`src/rtl/i2c_ack_pkg.sv`:
```
package i2c_ack_pkg;
    typedef enum logic [2:0] {
        ST_IDLE,
        ST_RX,
        ST_ACK,
        ST_TX,
        ST_HACK,
        ST_HOLD,
        ST_SKIP
    } tgt_state_e;
endpackage

```
`src/rtl/i2c_ack_filt.sv`:
```
module i2c_ack_filt #(
    parameter int W = 2
) (
    input  logic         clk,
    input  logic         rst_n,
    input  logic [W-1:0] raw_i,
    output logic [W-1:0] lvl_o,
    output logic [W-1:0] rise_o,
    output logic [W-1:0] fall_o
);
    for (genvar g = 0; g < W; g++) begin : g_line
        logic       s1, s2, lvl, maj;
        logic [2:0] hist;

        always_ff @(posedge clk or negedge rst_n) begin
            if (!rst_n) begin
                s1   <= 1'b1;
                s2   <= 1'b1;
                hist <= 3'b111;
                lvl  <= 1'b1;
            end else begin
                s1   <= raw_i[g];
                s2   <= s1;
                hist <= {hist[1:0], s2};
                lvl  <= maj;
            end
        end

        assign maj       = (hist[0] & hist[1]) | (hist[0] & hist[2]) | (hist[1] & hist[2]);
        assign lvl_o[g]  = lvl;
        assign rise_o[g] = maj & ~lvl;
        assign fall_o[g] = ~maj & lvl;
    end
endmodule

```
`src/rtl/i2c_ack_cmdmatch.sv`:
```
module i2c_ack_cmdmatch #(
    parameter int              NCMD  = 4,
    parameter int              IW    = 2,
    parameter logic [NCMD*8-1:0] TABLE = {8'h40, 8'h30, 8'h20, 8'h10}
) (
    input  logic [7:0]    code_i,
    output logic          hit_o,
    output logic [IW-1:0] idx_o
);
    logic [NCMD-1:0] hits;

    for (genvar g = 0; g < NCMD; g++) begin : g_cmp
        assign hits[g] = (code_i == TABLE[g*8 +: 8]);
    end

    always_comb begin
        idx_o = '0;
        for (int i = NCMD - 1; i >= 0; i--) begin
            if (hits[i]) idx_o = IW'(i);
        end
    end

    assign hit_o = |hits;
endmodule

```
`src/rtl/i2c_ack_stretch.sv`:
```
module i2c_ack_stretch #(
    parameter int TMO_CYC = 200
) (
    input  logic clk,
    input  logic rst_n,
    input  logic arm_i,
    input  logic ready_i,
    output logic hold_o,
    output logic tmo_o
);
    localparam int CW = $clog2(TMO_CYC + 1);

    logic [CW-1:0] cnt;

    always_ff @(posedge clk or negedge rst_n) begin
        if (!rst_n) begin
            hold_o <= 1'b0;
            tmo_o  <= 1'b0;
            cnt    <= '0;
        end else begin
            tmo_o <= 1'b0;
            if (arm_i) begin
                hold_o <= 1'b1;
                cnt    <= '0;
            end else if (hold_o) begin
                if (ready_i) begin
                    hold_o <= 1'b0;
                end else if (cnt == CW'(TMO_CYC - 1)) begin
                    hold_o <= 1'b0;
                    tmo_o  <= 1'b1;
                end else begin
                    cnt <= cnt + 1'b1;
                end
            end
        end
    end

    // the counter never passes its limit while holding
    p_hold_bounded_r11: assert property (@(posedge clk) disable iff (!rst_n)
        hold_o |-> (cnt < CW'(TMO_CYC)));
    // a timeout pulse always comes with SCL released
    p_tmo_release_r11: assert property (@(posedge clk) disable iff (!rst_n)
        tmo_o |-> !hold_o);
endmodule

```
`src/rtl/i2c_ack_target.sv`:
```
module i2c_ack_target
    import i2c_ack_pkg::*;
#(
    parameter logic [6:0]        OWN_ADDR  = 7'h2A,
    parameter int                NREG      = 4,
    parameter logic [NREG*8-1:0] CMD_TABLE = {8'h40, 8'h30, 8'h20, 8'h10},
    parameter int                TMO_CYC   = 200
) (
    input  logic clk,
    input  logic rst_n,
    input  logic scl_i,
    input  logic sda_i,
    input  logic busy_i,
    input  logic delay_i,
    input  logic ready_i,
    output logic scl_oe_o,
    output logic sda_oe_o,
    output logic stretch_err_o
);
    localparam int PW = $clog2(NREG);

    tgt_state_e state, nstate;

    logic [1:0]    lvl, rise, fall;
    logic          scl_lvl, sda_lvl, scl_rise, scl_fall, start_ev, stop_ev;
    logic [3:0]    cnt;
    logic [7:0]    shreg, txsh;
    logic          is_addr, is_cmd, rd_q, host_nack, sda_oe_q;
    logic [PW:0]   ptr;
    logic [PW-1:0] idx, idx_nxt, cmd_idx;
    logic          cmd_hit, room, rx_ack, byte_done, arm, scl_hold;
    logic [7:0]    regs [NREG];

    i2c_ack_filt #(.W(2)) u_filt (
        .clk(clk), .rst_n(rst_n), .raw_i({scl_i, sda_i}),
        .lvl_o(lvl), .rise_o(rise), .fall_o(fall)
    );

    i2c_ack_cmdmatch #(.NCMD(NREG), .IW(PW), .TABLE(CMD_TABLE)) u_cmd (
        .code_i(shreg), .hit_o(cmd_hit), .idx_o(cmd_idx)
    );

    i2c_ack_stretch #(.TMO_CYC(TMO_CYC)) u_str (
        .clk(clk), .rst_n(rst_n), .arm_i(arm), .ready_i(ready_i),
        .hold_o(scl_hold), .tmo_o(stretch_err_o)
    );

    assign scl_lvl   = lvl[1];
    assign sda_lvl   = lvl[0];
    assign scl_rise  = rise[1];
    assign scl_fall  = fall[1];
    assign start_ev  = fall[0] & scl_lvl;
    assign stop_ev   = rise[0] & scl_lvl;

    assign idx       = ptr[PW-1:0];
    assign idx_nxt   = PW'(idx + 1'b1);
    assign room      = (ptr < (PW+1)'(NREG));
    assign byte_done = (state == ST_RX) && scl_fall && (cnt == 4'd8);
    assign rx_ack    = is_addr ? ((shreg[7:1] == OWN_ADDR) && !busy_i)
                     : is_cmd  ? cmd_hit
                     : room;
    assign arm       = (state == ST_ACK) && scl_fall && delay_i;

    // state register
    always_ff @(posedge clk or negedge rst_n) begin
        if (!rst_n) state <= ST_IDLE;
        else        state <= nstate;
    end

    always_comb begin
        nstate = state;
        if (start_ev) begin
            nstate = ST_RX;
        end else if (stop_ev) begin
            nstate = ST_IDLE;
        end else begin
            unique case (state)
                ST_IDLE: nstate = ST_IDLE;
                ST_RX:   if (byte_done) nstate = rx_ack ? ST_ACK : ST_SKIP;
                ST_ACK:  if (scl_fall)  nstate = delay_i ? ST_HOLD : (rd_q ? ST_TX : ST_RX);
                ST_HOLD: if (!scl_hold) nstate = rd_q ? ST_TX : ST_RX;
                ST_TX:   if (scl_fall && cnt == 4'd8) nstate = ST_HACK;
                ST_HACK: if (scl_fall)  nstate = host_nack ? ST_SKIP : ST_TX;
                ST_SKIP: nstate = ST_SKIP;
            endcase
        end
    end

    // datapath and line outputs
    always_ff @(posedge clk or negedge rst_n) begin
        if (!rst_n) begin
            cnt       <= '0;
            shreg     <= '0;
            txsh      <= '0;
            is_addr   <= 1'b1;
            is_cmd    <= 1'b0;
            rd_q      <= 1'b0;
            host_nack <= 1'b0;
            ptr       <= '0;
            sda_oe_q  <= 1'b0;
            for (int i = 0; i < NREG; i++) regs[i] <= '0;
        end else if (start_ev) begin
            cnt      <= '0;
            is_addr  <= 1'b1;
            is_cmd   <= 1'b0;
            sda_oe_q <= 1'b0;
        end else if (stop_ev) begin
            sda_oe_q <= 1'b0;
        end else begin
            unique case (state)
                ST_RX: begin
                    if (scl_rise) begin
                        shreg <= {shreg[6:0], sda_lvl};
                        cnt   <= cnt + 1'b1;
                    end
                    if (byte_done) begin
                        sda_oe_q <= rx_ack;
                        if (is_addr) begin
                            rd_q    <= shreg[0];
                            is_addr <= 1'b0;
                            is_cmd  <= !shreg[0];
                        end else if (is_cmd) begin
                            is_cmd <= 1'b0;
                            if (cmd_hit) ptr <= {1'b0, cmd_idx};
                        end else if (room) begin
                            regs[idx] <= shreg;
                            ptr       <= ptr + 1'b1;
                        end
                    end
                end
                ST_ACK: begin
                    if (scl_fall) begin
                        cnt <= '0;
                        if (rd_q) begin
                            txsh     <= regs[idx];
                            sda_oe_q <= ~regs[idx][7];
                        end else begin
                            sda_oe_q <= 1'b0;
                        end
                    end
                end
                ST_TX: begin
                    if (scl_rise) cnt <= cnt + 1'b1;
                    if (scl_fall) begin
                        if (cnt == 4'd8) begin
                            sda_oe_q <= 1'b0;
                        end else begin
                            txsh     <= {txsh[6:0], 1'b0};
                            sda_oe_q <= ~txsh[6];
                        end
                    end
                end
                ST_HACK: begin
                    if (scl_rise) host_nack <= sda_lvl;
                    if (scl_fall && !host_nack) begin
                        cnt      <= '0;
                        ptr      <= {1'b0, idx_nxt};
                        txsh     <= regs[idx_nxt];
                        sda_oe_q <= ~regs[idx_nxt][7];
                    end
                end
                ST_IDLE, ST_HOLD, ST_SKIP: begin
                end
            endcase
        end
    end

    assign scl_oe_o = scl_hold;
    assign sda_oe_o = sda_oe_q;

    // SDA drive only moves while the filtered SCL is low
    p_sda_low_scl_r9: assert property (@(posedge clk) disable iff (!rst_n)
        !$stable(sda_oe_q) |-> !scl_lvl);
    // a busy application refuses its own address
    p_busy_nack_r3: assert property (@(posedge clk) disable iff (!rst_n)
        (byte_done && is_addr && busy_i) |=> !sda_oe_q);
    // a refused transfer stays silent on both lines
    p_skip_silent_r2: assert property (@(posedge clk) disable iff (!rst_n)
        (state == ST_SKIP) |-> (!sda_oe_q && !scl_oe_o));
    // no acknowledge once the register file is exhausted
    p_no_room_r6: assert property (@(posedge clk) disable iff (!rst_n)
        (byte_done && !is_addr && !is_cmd && !room) |=> !sda_oe_q);
    // stretching begins only with SCL already low
    p_hold_low_r10: assert property (@(posedge clk) disable iff (!rst_n)
        $rose(scl_hold) |-> !scl_lvl);
endmodule

```
`config.mk`:
```
export PLATFORM = sky130hd
export DESIGN_NAME = i2c_ack_target
export DESIGN_NICKNAME = d
export VERILOG_FILES = /design/src/rtl/i2c_ack_pkg.sv /design/src/rtl/i2c_ack_filt.sv /design/src/rtl/i2c_ack_cmdmatch.sv /design/src/rtl/i2c_ack_stretch.sv /design/src/rtl/i2c_ack_target.sv
export SDC_FILE = /design/constraint.sdc
export NUM_CORES = 1
export LEC_CHECK = 0
export BUFFER_PORTS_ARGS = -buffer_cell sky130_fd_sc_hd__buf_2
export CAP_MARGIN = 20
export CORE_ASPECT_RATIO = 0.75
export CORE_MARGIN = 5
export CORE_UTILIZATION = 55
export CTS_CLUSTER_DIAMETER = 100
export CTS_CLUSTER_SIZE = 30
export DETAILED_ROUTE_END_ITERATION = 10
export GPL_ROUTABILITY_DRIVEN = 0
export HOLD_SLACK_MARGIN = 0.06
export PLACE_DENSITY = 0.69
export SLEW_MARGIN = 10
export SYNTH_ARGS = -nofsm -noshare
export SYNTH_HDL_FRONTEND = slang
export SYNTH_SLANG_ARGS = --single-unit
```
`constraint.sdc`:
```
create_clock -name clk -period 5.1 [get_ports clk]
set_input_delay 1.53 -clock clk [delete_from_list [all_inputs] [get_ports clk]]
set_output_delay 1.53 -clock clk [all_outputs]
set_load 0.005 [all_outputs]
```
# After elaboration in Yosys (flattened, before gate mapping)
# Cells that the tools add are included.
[classes]
order_cmp = 4
reduce_logical = 32
eq_ne = 35
n_bitwise = 29
addsub = 4
n_mux = 76
[op_table]
columns = ["op", "n"]
rows = [
  ["$mux W8", 9],
  ["$mux W3", 16],
  ["$mux W7", 5],
  ["$bmux W8 S2", 2],
  ["$bwmux W32", 1],
  ["$ne A4 B4 Y1 const B", 7],
  ["$mux W1", 27],
  ["$pmux W3 S7", 1],
  ["$pmux W7 S3", 1],
  ["$mux W4", 5],
  ["$reduce_and A5 Y1", 4],
  ["$ne A2 B2 Y1 const B", 9],
  ["$demux W8 S2", 1],
  ["$eq A8 B6 Y1 const B", 2],
  ["$reduce_and A8 Y1", 2],
  ["$and A1 B1 Y1", 12],
  ["$ne A3 B3 Y1 const B", 4],
  ["$pmux W4 S3", 1],
  ["$not A1 Y1", 11],
  ["$mux W2", 5],
  ["$eq A3 B3 Y1 const B", 3],
  ["$add A8 B1 Y8 const B", 1],
  ["$eq A8 B5 Y1 const B", 1],
  ["$eq A8 B7 Y1 const B", 1],
  ["other kinds (29)", 49],
]
[word_totals]
out_inout_bits = 3
reg_bits = 84
word_cells = 205
input_bits = 7

# Longest topological paths before layout
[depth]
depth_word = 11
depth_mapped = 9
ltp_nobuf = 7

# By module
# Synthesis repeated with hierarchy kept, for this count alone.
[unflattened]
hier_cells = 385
area_unflattened_um2 = 4494.3
[modules_own_cells]
columns = ["mod", "instances", "area_per_inst_um2", "cells_each"]
rows = [
  ["i2c_ack_target", 1, 3542.1, 309],
  ["i2c_ack_stretch", 1, 503.0, 48],
  ["i2c_ack_filt", 1, 377.9, 20],
  ["i2c_ack_cmdmatch", 1, 71.3, 8],
]

# Worst setup path before layout
# OpenSTA, ideal clock, no wires.
[synth_path]
path_kind = "register to register"
from = "reg ptr[0]"
to = "reg txsh[1]"
path_buffers = 3
slack_ps = 2126
period_less_slack_ps = 2974
setup_time_ps = 125
arrival_ps = 2849
path_stages_with_launch = 10
required_ps = 4975
path_cell_list = "dfrtp_1 > buf_2 > clkbuf_1 > inv_1 > ha_1 > clkbuf_1 > mux4_2 > nor3b_1 > a211oi_1 > mux2_2"
[synth_via]
elab_chain_cells = 7
word_cells_on_any_way = 13
cone_classes = "add/sub: 1; mux: 10; bitwise: 2"
[synth_rtl]
columns = ["element", "line_no", "source"]
rows = [
  ["start, declared", "i2c_ack_target.sv:29", "logic [PW:0] ptr;"],
  ["start signal, assigned", "i2c_ack_target.sv:124", "if (cmd_hit) ptr <= {1'b0, cmd_idx};"],
  ["start signal, assigned", "i2c_ack_target.sv:127", "ptr <= ptr + 1'b1;"],
  ["start signal, assigned", "i2c_ack_target.sv:157", "ptr <= {1'b0, idx_nxt};"],
  ["$add A2 B1 Y2 or $not A2 Y3 (tied branches)", "i2c_ack_target.sv:56, i2c_ack_target.sv:135", ""],
  ["$not A2 Y3 (not written as such) or $bmux W8 S2 (tied branches)", "i2c_ack_target.sv:158, i2c_ack_target.sv:135", ""],
  ["$bmux W8 S2 or $mux W8 (tied branches)", "n/a", ""],
  ["$mux W8 (on tied branches)", "n/a", ""],
  ["$mux W8 or $mux W7 (tied branches)", "n/a", ""],
  ["$mux W7 (on tied branches)", "i2c_ack_target.sv:155, i2c_ack_target.sv:132", ""],
  ["$pmux W7 S3 *", "i2c_ack_target.sv:110", "unique case (state)"],
  ["end signal, assigned", "i2c_ack_target.sv:135", "txsh <= regs[idx];"],
  ["end signal, assigned", "i2c_ack_target.sv:148", "txsh <= {txsh[6:0], 1'b0};"],
  ["end signal, assigned", "i2c_ack_target.sv:158", "txsh <= regs[idx_nxt];"],
  ["end, declared", "i2c_ack_target.sv:27", "logic [7:0] shreg, txsh;"],
]
# Mark *: on every way between the ends. The rest lies on a longest branch, timed or not. The select of a mux whose other input is x is not followed.
# A chain may end at the register's enable or synchronous reset.

# Final worst setup path
[layout_path]
from = "reg ptr[0]"
to = "reg txsh[6]"
# Same word-level chain as after synthesis.

==> out/qor.yml <==
outcome:
  result_of_the_run: "finished, final reports clean"
critical_path:
  timing.critical_path.to_type: "flip-flop"
  reg2reg_setup_slack_ps: 2060
  worst_path_dominant_cell_family: "flip-flops"
  worst_path_largest_cell_delay_ps: 890
  start_kind: "flip-flop"
  cp_slowest_cell: "sky130_fd_sc_hd__dfrtp_1"
  critPathLaunch: "ptr[0]$_DFFE_PN0P_"
  critPathBufInv: 1
  worst_ep_arrival_time_ps: 3270
  setup.worst_path.class: "flip-flop to flip-flop"
  critical_path.cell_chain: "inv_1, ha_1, mux4_2, nor3b_1, a211oi_1, mux2_2"
  critPathRequiredTime_ps: 5330
  r2r_start: "ptr[0]$_DFFE_PN0P_"
  timing.critical_path.fanout_max: 20
timing:
  grt_setup_unrepaired: "false"
  slew_headroom_pct: 34.0
  finalClockSkew_ps: 7.08
  hold_violations: 0
  slew_viol_final: 0
  period_needed_ps: 3040
  fmax_ghz: 0.329
  final_critical_path_setup_slack_ps: 2060
  worst-slew-pin-transition_ps: 990
  final-setup-viol-count: 0
  layout_worst_path_cycle_share_pct: 59.5
  fin_tns_setup_ps: 0
pwr:
  power_density_nw_per_um2: 306
  ir_drop_mv: 0.320
  total_leakage_power_nw: 2.29
yosys:
  synth_sequential_area_ratio_pct: 44.9
  netlist_area_um2: 4720
  synth_cells: 385
  synth.avg_cell_area_um2: 12.3
  synth.net_count: 399
  synthDominantAreaCellType: "sky130_fd_sc_hd__dfrtp_1"
  synth_flop_cell: "sky130_fd_sc_hd__dfrtp_1"
  synth_top_cell_area_share_pct: 37.6
  post_synth_num_cell_types: 66
  synth_seq_cells: 84
  synth.top_cells.by_area: "sky130_fd_sc_hd__dfrtp_1 38%, sky130_fd_sc_hd__mux2_4 10%, sky130_fd_sc_hd__mux4_2 7.6%, sky130_fd_sc_hd__dfstp_2 7.2%, sky130_fd_sc_hd__mux2_2 4.3%"
  ys_async_sr_fraction_pct: 100
  synth-edff-count: 0
  synth_warnings: 0
place:
  dp_worst_setup_slack_ps: 2060
  port_buffers: 9
  post-dp-hpwl_mm: 6.69
floorplanning:
  placeableCoreArea_um2: 8420
  initial_core_util_pct: 56.1
  placementRows: 29
  fp.dieH_um: 90.2
  floorplan.die.width_um: 117
  design.portCount: 10
  area_of_the_die_um2: 10600
clocking:
  htreeDepth: 3
  cts_hold_buffers: 0
  sink_count_of_the_clock_tree: 84
  clkSlewWorstSetupHoldPaths_ps: 60
  cts-root-buf: "sky130_fd_sc_hd__clkbuf_16"
  cts-buffers-inserted: 9
  clock_latency_ps: 340
  cts.path.max_buffers: 2
  cts_tree: "yes"
  cts.repair_timing.setup_buffer_count: 0
  cts-resized-gates: 0
global_routing:
  maximum_number_of_pins_on_one_net_before_global_route_repair: 54
  overflow: 0
  groute.usage.overall_pct: 20.4
  antenna_found_initial: 0
  number_of_global_route_vias_before_repair: 3084
  grt_pass1_wl_mm: 16.6
final_layout:
  flow.area_growth_from_synthesis_pct: 8.72
  final_util_pct: 61.0
  num-nets-final: 398
  area_of_combinational_cells_with_multiple_inputs_um2: 2460
  post_route_cells_drive_above_1_share_pct: 31.4
  leading_cell_types_in_the_layout_fill_and_taps_excluded: "71 x sky130_fd_sc_hd__dfrtp_1, 32 x sky130_fd_sc_hd__mux2_4, 22 x sky130_fd_sc_hd__nand2_1"
  reg_area_um2: 2120
  layout.cells.most_common: "sky130_fd_sc_hd__dfrtp_1"
  nFillCells: 684
  antenna_cells: 0
flow_run:
  max_cap_viol_count: 0
worst_hold_path:
  hp-class: "flip-flop to flip-flop"
  hold_path_startpoint: "u_filt.g_line[1].s1$_DFF_PN1_"
route:
  routedWlPerCell_um: 19.8
  route.final.wire_length_mm: 9.85
  drtPass1Iterations: 5
  ant_nets: 0
  route.detailed.vias_per_inst: 6.26
  detail_route.iter0.violations: 179
  dr_total_vias: 3111
  drc: 0
-- state kept, by name, summed over array words and instances (netlist names), 2 cells and up --
name,cells
state,3
u_filt.g_line.hist,6
u_str.cnt,8
shreg,8
u_filt.g_line.lvl,2
cnt,4
ptr,3
u_filt.g_line.s1,2
txsh,7
regs,32
u_filt.g_line.s2,2
-- layer usage --
metal  vias to the layer above  global-route usage [%]  part of all wire, %
met2                        73                    29.0                   44
li1                       1433                       -                    -
met4                         0                    6.88                  1.2
met1                      1593                    30.8                   50
met3                        12                    4.23                  4.3
met5                         -                       0                    0
-- cells in the mapped netlist (all sizes together) (4+ instances only) --
cell type and n:
dfrtp 71, mux2 51, nand2 26, a21oi 18
o21ai 18, nor2 17, mux4 16, clkbuf 15
dfstp 13, nand2b 12, nor3b 12, inv 9
a211oi 7, buf 7, ha 7, nand3 7
o31ai 7, nor2b 6, nor3 4, or2 4
or3 4, xnor2 4
-- worst reg2reg max path, delay by kind of cell, from the launching register on --
kind | cells | cell delay, ps
multiplexers | 2 | 860
adder cells (fa/ha/maj) | 1 | 640
flip-flops | 1 | 890
AO/OA/AOI/OAI | 1 | 70
buffers and inverters | 1 | 220
AND/OR/NAND/NOR | 1 | 240
-- power breakdown --
part / internal, mW / switching [mW] / total, mW
registers: 0.696 / 0.0495 / 0.745
logic: 0.0475 / 0.0691 / 0.117
clock network: 0.432 / 0.275 / 0.707
-- final cells by class --
type                            count  share of cell area (%)
Timing Repair Buffer               10                    1.07
Sequential cell                    84                    41.3
Clock inverter                      7                    1.93
Multi-Input combinational cell    269                    48.0
Clock buffer                        9                    4.39
Tap cell                          108                    2.63
Inverter                           10                   0.732
-- final timing paths --
| kind | endpoint | cells past startpoint |
|---|---|---|
| worst max-delay path | txsh[6]$_DFFE_PN0P_ | 6 |
| worst min-delay path | u_filt.g_line[1].s2$_DFF_PN1_ | 0 |
| worst max register to register | txsh[6]$_DFFE_PN0P_ | 6 |
| worst min register to register | u_filt.g_line[1].s2$_DFF_PN1_ | 0 |
| max in group asynchronous | u_filt.g_line[1].lvl$_DFF_PN1_ | 2 |
| min in group asynchronous | cnt[2]$_DFFE_PN0P_ | 1 |
-- metrics by stage --
step | cells | total power, mW | hold slack, ps | area [µm²]
after global placement | 481 | 0.869 | 346 | 4810
after floorplan | 385 | 0.824 | 345 | 4720
final | 497 | 1.57 | 353 | 5130
after CTS | 497 | 1.59 | 356 | 5130
after global routing | 497 | 1.63 | 359 | 5130
after detailed placement | 481 | 0.873 | 349 | 4810
-- kinds of logic (layout without fill, tap and decap cells) --
group / after synthesis / count (layout) / synth area share [%]
AOI/OAI and AO/OA: 82 / 82 / 11.8
xor gates and xnor gates: 6 / 6 / 1.11
adders and majority gates: 8 / 8 / 2.09
buffers and inverters: 32 / 36 / 2.97
DFF: 84 / 84 / 44.9
muxes: 69 / 69 / 23.0
and+or+nand+nor: 104 / 104 / 14.1
Note: power is estimated with default switching activity, not from simulation.
